--- src/rtl/twowire_pkg.sv ---
package twowire_pkg;

  localparam int TW_BYTE_W = 8;
  localparam int TW_REG_W  = 7;
  localparam int TW_DATA_W = 9;
  localparam int TW_WORD_W = TW_REG_W + TW_DATA_W;

  typedef enum logic [2:0] {
    ST_IDLE,
    ST_SHIFT,
    ST_ACK_SETUP,
    ST_ACK_HOLD,
    ST_DRAIN
  } tw_state_e;

  typedef enum logic [1:0] {
    PH_ADDR,
    PH_HI,
    PH_LO
  } tw_phase_e;

  typedef struct packed {
    logic [TW_REG_W-1:0]  reg_idx;
    logic [TW_DATA_W-1:0] value;
  } tw_word_t;

  // Expected address byte: base, select pin, write direction (0).
  function automatic logic [TW_BYTE_W-1:0] own_addr_byte(input logic [5:0] base,
                                                         input logic sel);
    return {base, sel, 1'b0};
  endfunction

  function automatic logic addr_accept(input logic [TW_BYTE_W-1:0] rx,
                                       input logic [5:0] base,
                                       input logic sel);
    return rx == own_addr_byte(base, sel);
  endfunction

  // Upper bits carry the register index, lower bits the value.
  function automatic tw_word_t split_word(input logic [TW_WORD_W-1:0] w);
    return tw_word_t'(w);
  endfunction

endpackage

--- src/rtl/twowire_sync.sv ---
module twowire_sync #(
  parameter int STAGES = 2,
  parameter int W      = 2
) (
  input  logic         clk,
  input  logic         rst_n,
  input  logic [W-1:0] d,
  output logic [W-1:0] q
);
  for (genvar g = 0; g < W; g++) begin : g_bit
    logic [STAGES-1:0] chain;
    always_ff @(posedge clk or negedge rst_n) begin
      if (!rst_n) chain <= '1;
      else        chain <= {chain[STAGES-2:0], d[g]};
    end
    assign q[g] = chain[STAGES-1];
  end
endmodule

--- src/rtl/twowire_cond_det.sv ---
module twowire_cond_det (
  input  logic clk,
  input  logic rst_n,
  input  logic scl_s,
  input  logic sda_s,
  output logic scl_rise,
  output logic scl_fall,
  output logic start_det,
  output logic stop_det
);
  logic scl_p, sda_p;

  always_ff @(posedge clk or negedge rst_n) begin
    if (!rst_n) begin
      scl_p <= 1'b1;
      sda_p <= 1'b1;
    end else begin
      scl_p <= scl_s;
      sda_p <= sda_s;
    end
  end

  assign scl_rise  = scl_s & ~scl_p;
  assign scl_fall  = ~scl_s & scl_p;
  assign start_det = scl_s & scl_p & sda_p & ~sda_s;
  assign stop_det  = scl_s & scl_p & ~sda_p & sda_s;
endmodule

--- src/rtl/twowire_frame_fsm.sv ---
module twowire_frame_fsm
  import twowire_pkg::*;
#(
  parameter logic [5:0] ADDR_BASE = 6'b001101
) (
  input  logic                 clk,
  input  logic                 rst_n,
  input  logic                 addr_sel,
  input  logic                 sda_s,
  input  logic                 scl_rise,
  input  logic                 scl_fall,
  input  logic                 start_det,
  input  logic                 stop_det,
  output logic                 sda_pull,
  output logic                 wr_pulse,
  output logic [TW_REG_W-1:0]  wr_reg,
  output logic [TW_DATA_W-1:0] wr_data,
  output logic                 byte_done,
  output logic                 addr_hit
);
  localparam int CNT_W = $clog2(TW_BYTE_W);
  localparam logic [CNT_W-1:0] LAST_BIT = CNT_W'(TW_BYTE_W - 1);

  tw_state_e              state;
  tw_phase_e              phase;
  logic [CNT_W-1:0]       bit_cnt;
  logic [TW_BYTE_W-1:0]   shreg, hi_q;
  logic [TW_BYTE_W-1:0]   rx_next;
  tw_word_t               word;

  assign rx_next   = {shreg[TW_BYTE_W-2:0], sda_s};
  assign byte_done = (state == ST_SHIFT) && scl_rise && (bit_cnt == LAST_BIT);
  assign addr_hit  = addr_accept(rx_next, ADDR_BASE, addr_sel);
  assign word      = split_word({hi_q, shreg});
  assign sda_pull  = (state == ST_ACK_HOLD);

  always_ff @(posedge clk or negedge rst_n) begin
    if (!rst_n) begin
      state    <= ST_IDLE;
      phase    <= PH_ADDR;
      bit_cnt  <= '0;
      shreg    <= '0;
      hi_q     <= '0;
      wr_pulse <= 1'b0;
      wr_reg   <= '0;
      wr_data  <= '0;
    end else begin
      wr_pulse <= 1'b0;
      if (start_det) begin
        state   <= ST_SHIFT;
        phase   <= PH_ADDR;
        bit_cnt <= '0;
      end else if (stop_det) begin
        state <= ST_IDLE;
      end else begin
        unique case (state)
          ST_SHIFT: if (scl_rise) begin
            shreg   <= rx_next;
            bit_cnt <= bit_cnt + 1'b1;
            if (byte_done) begin
              unique case (phase)
                PH_ADDR: state <= addr_hit ? ST_ACK_SETUP : ST_IDLE;
                PH_HI: begin
                  hi_q  <= rx_next;
                  state <= ST_ACK_SETUP;
                end
                default: state <= ST_ACK_SETUP;
              endcase
            end
          end
          ST_ACK_SETUP: if (scl_fall) state <= ST_ACK_HOLD;
          ST_ACK_HOLD: if (scl_fall) begin
            if (phase == PH_LO) begin
              wr_pulse <= 1'b1;
              wr_reg   <= word.reg_idx;
              wr_data  <= word.value;
              state    <= ST_DRAIN;
            end else begin
              phase   <= (phase == PH_ADDR) ? PH_HI : PH_LO;
              bit_cnt <= '0;
              state   <= ST_SHIFT;
            end
          end
          default: state <= state;
        endcase
      end
    end
  end
endmodule

--- src/rtl/twowire_wr_slave.sv ---
module twowire_wr_slave
  import twowire_pkg::*;
#(
  parameter logic [5:0] ADDR_BASE   = 6'b001101,
  parameter int         SYNC_STAGES = 2
) (
  input  logic                 clk,
  input  logic                 rst_n,
  input  logic                 addr_sel,
  input  logic                 scl_in,
  input  logic                 sda_in,
  output logic                 sda_pull,
  output logic                 wr_pulse,
  output logic [TW_REG_W-1:0]  wr_reg,
  output logic [TW_DATA_W-1:0] wr_data
);
  logic scl_s, sda_s;
  logic scl_rise, scl_fall, start_det, stop_det;
  logic byte_done, addr_hit;

  twowire_sync #(.STAGES(SYNC_STAGES), .W(2)) u_sync (
    .clk   (clk),
    .rst_n (rst_n),
    .d     ({scl_in, sda_in}),
    .q     ({scl_s, sda_s})
  );

  twowire_cond_det u_cond (
    .clk       (clk),
    .rst_n     (rst_n),
    .scl_s     (scl_s),
    .sda_s     (sda_s),
    .scl_rise  (scl_rise),
    .scl_fall  (scl_fall),
    .start_det (start_det),
    .stop_det  (stop_det)
  );

  twowire_frame_fsm #(.ADDR_BASE(ADDR_BASE)) u_fsm (
    .clk       (clk),
    .rst_n     (rst_n),
    .addr_sel  (addr_sel),
    .sda_s     (sda_s),
    .scl_rise  (scl_rise),
    .scl_fall  (scl_fall),
    .start_det (start_det),
    .stop_det  (stop_det),
    .sda_pull  (sda_pull),
    .wr_pulse  (wr_pulse),
    .wr_reg    (wr_reg),
    .wr_data   (wr_data),
    .byte_done (byte_done),
    .addr_hit  (addr_hit)
  );
endmodule

--- config.mk ---
export PLATFORM = sky130hd
export DESIGN_NAME = twowire_wr_slave
export DESIGN_NICKNAME = d
export VERILOG_FILES = /design/src/rtl/twowire_pkg.sv /design/src/rtl/twowire_sync.sv /design/src/rtl/twowire_cond_det.sv /design/src/rtl/twowire_frame_fsm.sv /design/src/rtl/twowire_wr_slave.sv
export SDC_FILE = /design/constraint.sdc
export NUM_CORES = 1
export LEC_CHECK = 0
export BUFFER_PORTS_ARGS = -buffer_cell sky130_fd_sc_hd__buf_2
export CAP_MARGIN = 15
export CORE_UTILIZATION = 50
export CTS_BUF_LIST = sky130_fd_sc_hd__clkbuf_4
export DETAILED_ROUTE_END_ITERATION = 8
export GPL_TIMING_DRIVEN = 1
export HOLD_SLACK_MARGIN = 0.12
export PLACE_DENSITY = 0.7
export SLEW_MARGIN = 15
export SYNTH_ARGS = -nofsm -noshare
export SYNTH_HDL_FRONTEND = slang
export SYNTH_SLANG_ARGS = --single-unit
--- constraint.sdc ---
create_clock -name clk -period 3.05 [get_ports clk]
set_input_delay 0.61 -clock clk [delete_from_list [all_inputs] [get_ports clk]]
set_output_delay 0.61 -clock clk [all_outputs]
set_load 0.01 [all_outputs]
==> metrics.log, run 1 <==
[metrics] status: finished clean
[metrics] Cell variety after synth: 38
[metrics] Final Hold Viols: 0
[metrics] maximum buffer depth of the clock tree: 2
[metrics] average via count per standard cell: 5.32
[metrics] unrepaired setup endpoints after global routing: false
[metrics] largest net degree at the start of global routing: 48
[metrics] slew at the pin closest to its max-slew limit: 1.01 ns
[metrics] final setup violating endpoints: 0
[metrics] critical path class: register to register
[metrics] num ports: 23
[metrics] die area: 4180 um^2
[metrics] antenna diode count: 0
[metrics] Filler Cell Count: 330
[metrics] highest routed metal layer: met4
[metrics] fmax: 415 MHz
[metrics] count of flip-flops with a built-in enable after synthesis: 0
[metrics] grt ovf: 0
[metrics] fraction of the yosys area taken by sequential cells: 60.3%
[metrics] routed via count: 1187
[metrics] layout overhead on the synthesized area: 11.6%
[metrics] average wire per cell in the routed design: 14.3 um
[metrics] worst min path class: input port to register
[metrics] crit end category: register
[metrics] sum of net half-perimeters after detailed placement: 2200 um
[metrics] final wirelength: 3180 um
[metrics] vias in the first global route: 1190
[metrics] syn_nets: 156
[metrics] Clock Pin Slew Worst Setup and Hold Paths: 0.12 ns
[metrics] setup TNS: 0 ns
[metrics] post-layout total power: 1.28 mW
[metrics] first-pass GRT wire length: 5780 um
[metrics] Detailed Routing Iterations Pass 1: 4
[metrics] starting density of the core: 52.8%
[metrics] ratio of cells with drive above 1 in the final layout: 29.7%
[metrics] instance count of the mapped netlist: 149
[metrics] final worst path period share: 79.0%
[metrics] Synth Flop Type: dfrtp_1
[metrics] Antenna Violating Nets Remaining: 0
[metrics] worst setup skew after layout: 0.0110 ns
[metrics] synth warn: 0
[metrics] total core area: 3720 um^2
[metrics] First DRT Iteration DRCs: 48
[metrics] Post-route DRC: 0
[metrics] post-synthesis instance area: 1960 um^2
[metrics] total power density per cell area: 584 nW/um^2
[metrics] number of antenna violations at the first check in global routing: 0
[metrics] hold buffers post-CTS: 0
[metrics] Num Clock Sinks: 47
[metrics] largest register by flop count: u_fsm.wr_data
[metrics] count of instances resized after the clock tree is built: 0
[metrics] leakage power figure: 1.12 nW
[metrics] DRT met1 WL: 1590 um
[metrics] clock tree from TritonCTS: built
[metrics] number of max-cap violations: 0
[metrics] source-to-sink clock delay at the later pin of the worst-skew pair: 0.36 ns
[metrics] worst slew margin relative to its limit: 32.5%
[metrics] total area of sequential cells: 1180 um^2
[metrics] Setup Buffers After CTS: 0
[metrics] endpoint required time on the critical path: 3.30 ns
[metrics] final critical-path required period: 2.41 ns
[metrics] Detail Route met3 WL: 120 um
[metrics] multi-input combinational cell area: 751 um^2
[metrics] die span in x: 64.6 um
[metrics] buffer type at the clock tree root: clkbuf_4
[metrics] Top Registers: u_fsm.wr_data x9, u_fsm.hi_q x8, u_fsm.shreg x8
[metrics] largest vdd supply drop: 0.275 mV
[metrics] number of rows created at floorplan: 22
[metrics] CTS H-tree lvls: 2
[metrics] number of synthesized register bits: 47
[metrics] DR WL met2: 1410 um
[metrics] number of nets in the layout: 181
[metrics] Final Slew Violations: 0
[metrics] data arrival time of the worst path: 2.66 ns
[metrics] placer's final routability congestion estimate: 0.793
[metrics] CP Launch Type: register
[metrics] clock buffers created by TritonCTS: 5
[metrics] Max Fanout on Critical Path: 10
[metrics] share of flip-flops with an asynchronous set or reset: 100%
[metrics] average cell area after synthesis: 13.2 um^2
[metrics] Die H: 64.6 um
[metrics] max reg flops: 9
[metrics] Port-buffer cells: 22
[metrics] GR Util All Layers: 18.6%
## area by class of cell
class                           count  area share, %
Tap cell                           48           2.74
Timing Repair Buffer               22           5.03
Clock inverter                      3           2.00
Inverter                            1          0.171
Multi-Input combinational cell     97           34.3
Sequential cell                    47           54.1
Clock buffer                        5           1.71
## report_power, final
part           leakage (nW)  internal, mW  switching, mW
sequential            0.624         0.693         0.0790
clock                0.0452         0.173          0.197
combinational         0.449        0.0630         0.0747
## synthesized netlist by cell type (all sizes together) (2+ instances only)
library cell / instances / area share (%)
a32o: 3 / 1.5
and3: 2 / 0.64
buf: 2 / 0.83
clkbuf: 2 / 0.38
dfrtp: 41 / 52
dfstp: 6 / 8.0
ha: 2 / 1.3
mux2: 24 / 15
nand2: 30 / 5.7
nand2b: 2 / 0.64
nand3: 2 / 0.51
nand3b: 3 / 1.1
nand4b: 2 / 0.89
nor2: 4 / 0.77
nor2b: 2 / 0.64
nor4: 2 / 0.64
xor2: 2 / 0.89
## final timing paths
| path | end | startpoint | slack [ns] | cells past startpoint |
|---|---|---|---|---|
| setup reg to reg | u_fsm.hi_q[0] | u_sync.g_bit[1].chain[1] | 0.64 | 4 |
| setup / recovery | u_fsm.hi_q[0] | u_sync.g_bit[1].chain[1] | 0.64 | 4 |
| hold reg to reg | u_sync.g_bit[1].chain[1] | u_sync.g_bit[1].chain[0] | 0.37 | 0 |
| hold / removal | u_sync.g_bit[1].chain[0] | scl_in | 0.34 | 1 |
| min in group asynchronous | u_fsm.hi_q[1] | rst_n | 0.40 | 1 |
| max in group asynchronous | u_fsm.hi_q[0] | rst_n | 2.05 | 1 |
## critical path: stages (launching register included)
cell and delay, ns:
dfstp_2 0.63, nand2b_1 0.12, or3_1 0.48, nor4b_4 0.73, mux2_4 0.35
## cell families (layout without fill, tap and decap cells)
group	after synthesis	in the layout	share of synthesized area, %
DFF	47	47	60.3
xor gates and xnor gates	2	2	0.893
adders and majority gates	2	2	1.28
muxes	24	24	15.3
AOI/OAI and AO/OA	12	12	5.29
buffers and inverters	5	31	1.40
and+or+nand+nor	57	57	15.5
## cells in the final DEF, fill, tap and decap left out, types with 2 or more instances in the layout
cell,synthesis,final
nor4_1,2,2
nand3b_1,3,3
nand4b_1,2,2
mux2_4,8,8
nand2_1,30,30
a32o_1,3,3
xor2_1,2,2
nor2_1,4,4
clkbuf_4,0,5
dfrtp_1,41,41
buf_2,1,22
mux2_1,9,9
nand2b_1,2,2
nor2b_1,2,2
nand3_1,2,2
mux2_2,7,7
and3_1,2,2
ha_1,2,2
dfstp_2,6,6
## through the flow
stage / std cells / setup WS [ns] / instance area (um^2) / hold slack [ns] / utilization (%)
2_1_floorplan: 149 / 0.861 / 1960 / 0.314 / -
3_3_place_gp: 215 / 0.683 / 2110 / 0.346 / 56.7
3_5_place_dp: 215 / 0.631 / 2110 / 0.347 / 56.7
4_1_cts: 223 / 0.617 / 2190 / 0.317 / 58.9
5_1_grt: 223 / 0.497 / 2190 / 0.307 / 58.9
6_report: 223 / 0.641 / 2190 / 0.338 / 58.9
## per-layer routing
layer	track usage, %	vias up
li1	-	586
met1	26.1	575
met5	0	-
met4	7.50	0
met2	27.4	20
met3	4.93	6
(Power assumes the default switching activity.)
==> inputs of run 2 (changes only) <==
PLACE_DENSITY = 0.73   (was 0.7)
clock period = 2.2 ns   (was 3.05 ns; I/O delays follow)
==> metrics.log, run 2 (synthesized netlist as in run 1, its figures left out) <==
[metrics] worst slew margin relative to its limit: 62.0% (+30 points)
[metrics] Antenna Violating Nets Remaining: 0 (unchanged)
[metrics] count of instances resized after the clock tree is built: 0 (unchanged)
[metrics] number of rows created at floorplan: 22 (unchanged)
[metrics] number of nets in the layout: 187 (+3.3%)
[metrics] hold buffers post-CTS: 0 (unchanged)
[metrics] CTS H-tree lvls: 2 (unchanged)
[metrics] crit end category: register
[metrics] antenna diode count: 0 (unchanged)
[metrics] worst min path class: input port to async pin
[metrics] final critical-path required period: 2.07 ns (-0.334 ns)
[metrics] final wirelength: 3560 um (+12%)
[metrics] worst hold margin: 0.155 ns (-0.183 ns)
[metrics] largest register by flop count: u_fsm.wr_data
[metrics] sequential share of power: 60.2% (about the same)
[metrics] highest-count cells in the layout ignoring fill and taps: 41 x dfrtp_1, 30 x nand2_1, 22 x buf_2
[metrics] count of placed standard cells in the final layout, fillers left out: 229 (+2.7%)
[metrics] worst setup skew after layout: 0.00932 ns (-0.00171 ns)
[metrics] GR Util All Layers: 20.2% (+1.6 points)
[metrics] leakage power figure: 1.15 nW (+2.6%)
[metrics] net switching fraction of the power: 27.6% (+0.15 points)
[metrics] Clock Pin Slew Worst Setup and Hold Paths: 0.13 ns (about the same)
[metrics] Filler Cell Count: 318 (-3.6%)
[metrics] die area: 4180 um^2 (unchanged)
[metrics] First DRT Iteration DRCs: 74 (+54%)
[metrics] most frequent standard cell in the layout excluding fill and tap cells: dfrtp_1
[metrics] final worst path period share: 94.3% (+15 points)
[metrics] setup TNS: 0 ns (unchanged)
[metrics] max reg flops: 9 (unchanged)
[metrics] unrepaired setup endpoints after global routing: false
[metrics] grt ovf: 0 (unchanged)
[metrics] multi-input combinational cell area: 751 um^2 (unchanged)
[metrics] Logic pwr share: 11.5% (+0.7 points)
[metrics] layout overhead on the synthesized area: 13.8%
[metrics] clock tree from TritonCTS: built
[metrics] data arrival time of the worst path: 2.32 ns (-0.34 ns)
[metrics] Setup Buffers After CTS: 0 (unchanged)
[metrics] first-pass GRT wire length: 6130 um (+6.0%)
[metrics] fmax: 482 MHz (+16%)
[metrics] clock buffers created by TritonCTS: 5 (unchanged)
[metrics] Die H: 64.6 um (unchanged)
[metrics] buffer type at the clock tree root: clkbuf_4
[metrics] slew at the pin closest to its max-slew limit: 0.569 ns (-0.436 ns)
[metrics] Num Clock Sinks: 47 (unchanged)
[metrics] die span in x: 64.6 um (unchanged)
[metrics] source-to-sink clock delay at the later pin of the worst-skew pair: 0.36 ns (about the same)
[metrics] largest vdd supply drop: 0.585 mV (+110%)
[metrics] critical path class: register to register
[metrics] endpoint required time on the critical path: 2.45 ns (-0.85 ns)
[metrics] Detailed Routing Iterations Pass 1: 4 (unchanged)
[metrics] power spent charging and discharging nets: 0.492 mW (+40%)
[metrics] placer's final routability congestion estimate: 0.838 (+5.8%)
[metrics] number of max-cap violations: 0 (unchanged)
[metrics] total power density per cell area: 799 nW/um^2 (+37%)
[metrics] final setup violating endpoints: 0 (unchanged)
[metrics] total area of sequential cells: 1180 um^2 (unchanged)
[metrics] Port-buffer cells: 22 (unchanged)
[metrics] average wire per cell in the routed design: 15.5 um (+9.1%)
[metrics] CP Launch Type: register
[metrics] Final Hold Viols: 0 (unchanged)
[metrics] total core area: 3720 um^2 (unchanged)
[metrics] sum of net half-perimeters after detailed placement: 2580 um (+17%)
[metrics] num ports: 23 (unchanged)
[metrics] Final Slew Violations: 0 (unchanged)
[metrics] starting density of the core: 52.8% (unchanged)
[metrics] routed via count: 1278 (+7.7%)
[metrics] Post-route DRC: 0 (unchanged)
[metrics] Max Fanout on Critical Path: 10 (unchanged)
[metrics] vias in the first global route: 1232 (+3.5%)
[metrics] Inst Count DP: 221 (+2.8%)
[metrics] status: finished clean
[metrics] instance area at placement: 2150 um^2 (+2.1%)
[metrics] Cell Int Power: 1.29 mW (+39%)
[metrics] largest net degree at the start of global routing: 48 (unchanged)
[metrics] number of antenna violations at the first check in global routing: 0 (unchanged)
[metrics] fin area: 2230 um^2 (+2.0%)
[metrics] power share of the clock group: 28.3% (-0.6 points)
[metrics] maximum buffer depth of the clock tree: 2 (unchanged)
[metrics] Top Registers: u_fsm.wr_data x9, u_fsm.hi_q x8, u_fsm.shreg x8
[metrics] ratio of cells with drive above 1 in the final layout: 31.5% (+1.8 points)
[metrics] average via count per standard cell: 5.58 (+4.8%)
[run 2: cell type report]
class / count / area share, %
Multi-Input combinational cell: 97 / 33.6
Inverter: 1 / 0.168
Timing Repair Buffer: 28 / 6.95
Tap cell: 48 / 2.69
Clock inverter: 3 / 1.90
Clock buffer: 5 / 1.68
Sequential cell: 47 / 53.0
[run 2: final timing paths]
path | startpoint | endpoint | slack (ns) | depth (start not counted)
max | u_sync.g_bit[1].chain[1] | u_fsm.hi_q[2] | 0.13 | 5
min | rst_n | u_fsm.wr_reg[5] | 0.15 | 2
max reg2reg | u_sync.g_bit[1].chain[1] | u_fsm.hi_q[2] | 0.13 | 5
min reg2reg | u_sync.g_bit[0].chain[0] | u_sync.g_bit[0].chain[1] | 0.36 | 0
max in group asynchronous | rst_n | u_cond.scl_p | 1.66 | 2
min in group clk | sda_in | u_sync.g_bit[0].chain[0] | 0.17 | 1
[run 2: worst max-delay path, stage by stage (launching register included)]
cell and delay (ns):
dfstp_2 0.63, nand2b_1 0.13, or3_1 0.38, nor4b_4 0.27, buf_4 0.24, mux2_4 0.32
[run 2: power groups by stage]
stage	combinational [mW]	sequential [mW]	clock, mW
finish	0.205	1.08	0.505
global route	0.235	1.09	0.555
CTS	0.208	1.07	0.522
detailed placement	0.206	1.09	0
global placement	0.186	1.08	0
floorplan	0.145	1.05	0
[run 2: metrics by stage]
step / util [%] / setup slack [ns] / total power [mW]
floorplan: - / 0.0107 / 1.20
global placement: 57.9 / 0.228 / 1.27
detailed placement: 57.9 / 0.156 / 1.30
CTS: 60.1 / 0.129 / 1.80
global route: 60.1 / 0.0340 / 1.88
finish: 60.1 / 0.126 / 1.79
[run 2: layer usage]
| metal | wire, um | global-route usage (%) | share of wire [%] |
|---|---|---|---|
| met1 | 1600 | 26.7 | 45 |
| met5 | 0 | 0 | 0 |
| met3 | 191 | 6.51 | 5.4 |
| met2 | 1730 | 31.6 | 48 |
| met4 | 42 | 6.39 | 1.2 |
==> inputs of run 3 (changes only) <==
MAX_ROUTING_LAYER = met4   (was not set)
==> metrics.log, run 3 (synthesized netlist as in run 1, its figures left out) <==
[metrics] crit end category: register
[metrics] grt ovf: 0 (unchanged)
[metrics] count of placed standard cells in the final layout, fillers left out: 229 (unchanged)
[metrics] first-pass GRT wire length: 6120 um (-0.11%)
[metrics] die span in x: 64.6 um (unchanged)
[metrics] number of antenna violations at the first check in global routing: 0 (unchanged)
[metrics] max reg flops: 9 (unchanged)
[metrics] worst slew margin relative to its limit: 62.2% (+0.15 points)
[metrics] largest net degree at the start of global routing: 48 (unchanged)
[metrics] largest register by flop count: u_fsm.wr_data
[metrics] worst setup skew after layout: 0.00791 ns (-0.00141 ns)
[metrics] sum of net half-perimeters after detailed placement: 2580 um (unchanged)
[metrics] count of instances resized after the clock tree is built: 0 (unchanged)
[metrics] highest-count cells in the layout ignoring fill and taps: 41 x dfrtp_1, 30 x nand2_1, 22 x buf_2
[metrics] Top Registers: u_fsm.wr_data x9, u_fsm.hi_q x8, u_fsm.shreg x8
[metrics] source-to-sink clock delay at the later pin of the worst-skew pair: 0.36 ns (about the same)
[metrics] average wire per cell in the routed design: 15.6 um (+0.56%)
[metrics] slew at the pin closest to its max-slew limit: 0.567 ns (-0.00224 ns)
[metrics] worst setup slack before clock tree synthesis: 0.156 ns (unchanged)
[metrics] First DRT Iteration DRCs: 57 (-23%)
[metrics] Detailed Routing Iterations Pass 1: 5 (+1)
[metrics] largest vdd supply drop: 0.586 mV (about the same)
[metrics] final setup violating endpoints: 0 (unchanged)
[metrics] routed via count: 1253 (-2.0%)
[metrics] hold buffers post-CTS: 0 (unchanged)
[metrics] endpoint required time on the critical path: 2.45 ns (about the same)
[metrics] Max Fanout on Critical Path: 10 (unchanged)
[metrics] Final Hold Viols: 0 (unchanged)
[metrics] starting density of the core: 52.8% (unchanged)
[metrics] total area of sequential cells: 1180 um^2 (unchanged)
[metrics] Inst Count DP: 221 (unchanged)
[metrics] Post-route DRC: 0 (unchanged)
[metrics] Setup Buffers After CTS: 0 (unchanged)
[metrics] critical path class: register to register
[metrics] number of max-cap violations: 0 (unchanged)
[metrics] multi-input combinational cell area: 751 um^2 (unchanged)
[metrics] Port-buffer cells: 22 (unchanged)
[metrics] GR Util All Layers: 20.8% (+0.61 points)
[metrics] Final Worst Setup Slack: 0.122 ns (-0.00314 ns)
[metrics] Critical Path Max Stage Delay: 0.63 ns (about the same)
[metrics] data arrival time of the worst path: 2.33 ns (about the same)
[metrics] maximum buffer depth of the clock tree: 2 (unchanged)
[metrics] worst min path class: input port to async pin
[metrics] final wirelength: 3580 um (+0.56%)
[metrics] worst hold margin: 0.149 ns (-0.00557 ns)
[metrics] final critical-path required period: 2.08 ns (+0.00314 ns)
[metrics] leakage power figure: 1.15 nW (unchanged)
[metrics] Final Slew Violations: 0 (unchanged)
[metrics] list of cells traversed by the critical path: nand2b_1, or3_1, nor4b_4, buf_4, mux2_4
[metrics] core utilization of the finished layout: 60.1% (unchanged)
[metrics] Clock Pin Slew Worst Setup and Hold Paths: 0.13 ns (about the same)
[metrics] total core area: 3720 um^2 (unchanged)
[metrics] average via count per standard cell: 5.47 (-2.0%)
[metrics] number of rows created at floorplan: 22 (unchanged)
[metrics] critical path buffer and inverter count: 1 (unchanged)
[metrics] Filler Cell Count: 318 (unchanged)
[metrics] vias in the first global route: 1229 (-0.24%)
[metrics] number of nets in the layout: 187 (unchanged)
[metrics] worst setup slack for register-to-register paths: 0.12 ns (about the same)
[metrics] Num Clock Sinks: 47 (unchanged)
[metrics] crit path max-delay cell type: dfstp_2
[metrics] CP Launch Type: register
[metrics] unrepaired setup endpoints after global routing: false
[metrics] total power density per cell area: 800 nW/um^2 (about the same)
[metrics] clock buffers created by TritonCTS: 5 (unchanged)
[metrics] die area: 4180 um^2 (unchanged)
[metrics] CTS H-tree lvls: 2 (unchanged)
[metrics] num ports: 23 (unchanged)
[metrics] most frequent standard cell in the layout excluding fill and tap cells: dfrtp_1
[metrics] final worst path period share: 94.4% (+0.14 points)
[metrics] layout overhead on the synthesized area: 13.8% (unchanged)
[metrics] setup TNS: 0 ns (unchanged)
[metrics] Die H: 64.6 um (unchanged)
[metrics] fmax: 481 MHz (-0.15%)
[metrics] cell family contributing the most delay on the critical path: simple AND/OR/NAND/NOR gates
[metrics] buffer type at the clock tree root: clkbuf_4
[metrics] antenna diode count: 0 (unchanged)
[metrics] ratio of cells with drive above 1 in the final layout: 31.5% (unchanged)
[metrics] Antenna Violating Nets Remaining: 0 (unchanged)
[metrics] status: finished clean
[metrics] clock tree from TritonCTS: built
[metrics] placer's final routability congestion estimate: 0.851 (+1.6%)
run 3: worst paths after layout:
check	start	end	cells after the start
max in group asynchronous	rst_n	u_cond.scl_p	2
min	rst_n	u_fsm.shreg[1]	2
max reg2reg	u_sync.g_bit[1].chain[1]	u_fsm.hi_q[2]	5
max	u_sync.g_bit[1].chain[1]	u_fsm.hi_q[2]	5
min reg2reg	u_sync.g_bit[0].chain[0]	u_sync.g_bit[0].chain[1]	0
min in group clk	sda_in	u_sync.g_bit[0].chain[0]	1
run 3: layer usage:
metal | GRT usage, % | up-vias | share of wire [%]
li1 | - | 594 | -
met3 | 7.04 | 4 | 4.9
met2 | 31.4 | 32 | 49
met5 | - | - | 0
met4 | 6.39 | 0 | 0.75
met1 | 26.6 | 623 | 46
run 3: report_power, final:
part           switching (mW)  internal, mW  total (mW)
clock network           0.267         0.240       0.507
logic                   0.111        0.0930       0.204
registers               0.114         0.960        1.07
run 3: stage by stage:
step	area (um^2)	total power, mW
after floorplan	1960	1.20
after global placement	2150	1.27
after detailed placement	2150	1.30
after CTS	2230	1.80
after global routing	2230	1.89
final	2230	1.79
run 3: area by class of cell:
class                           count  area share [%]
Sequential cell                    47            53.0
Inverter                            1           0.168
Clock inverter                      3            1.90
Clock buffer                        5            1.68
Tap cell                           48            2.69
Multi-Input combinational cell     97            33.6
Timing Repair Buffer               28            6.95
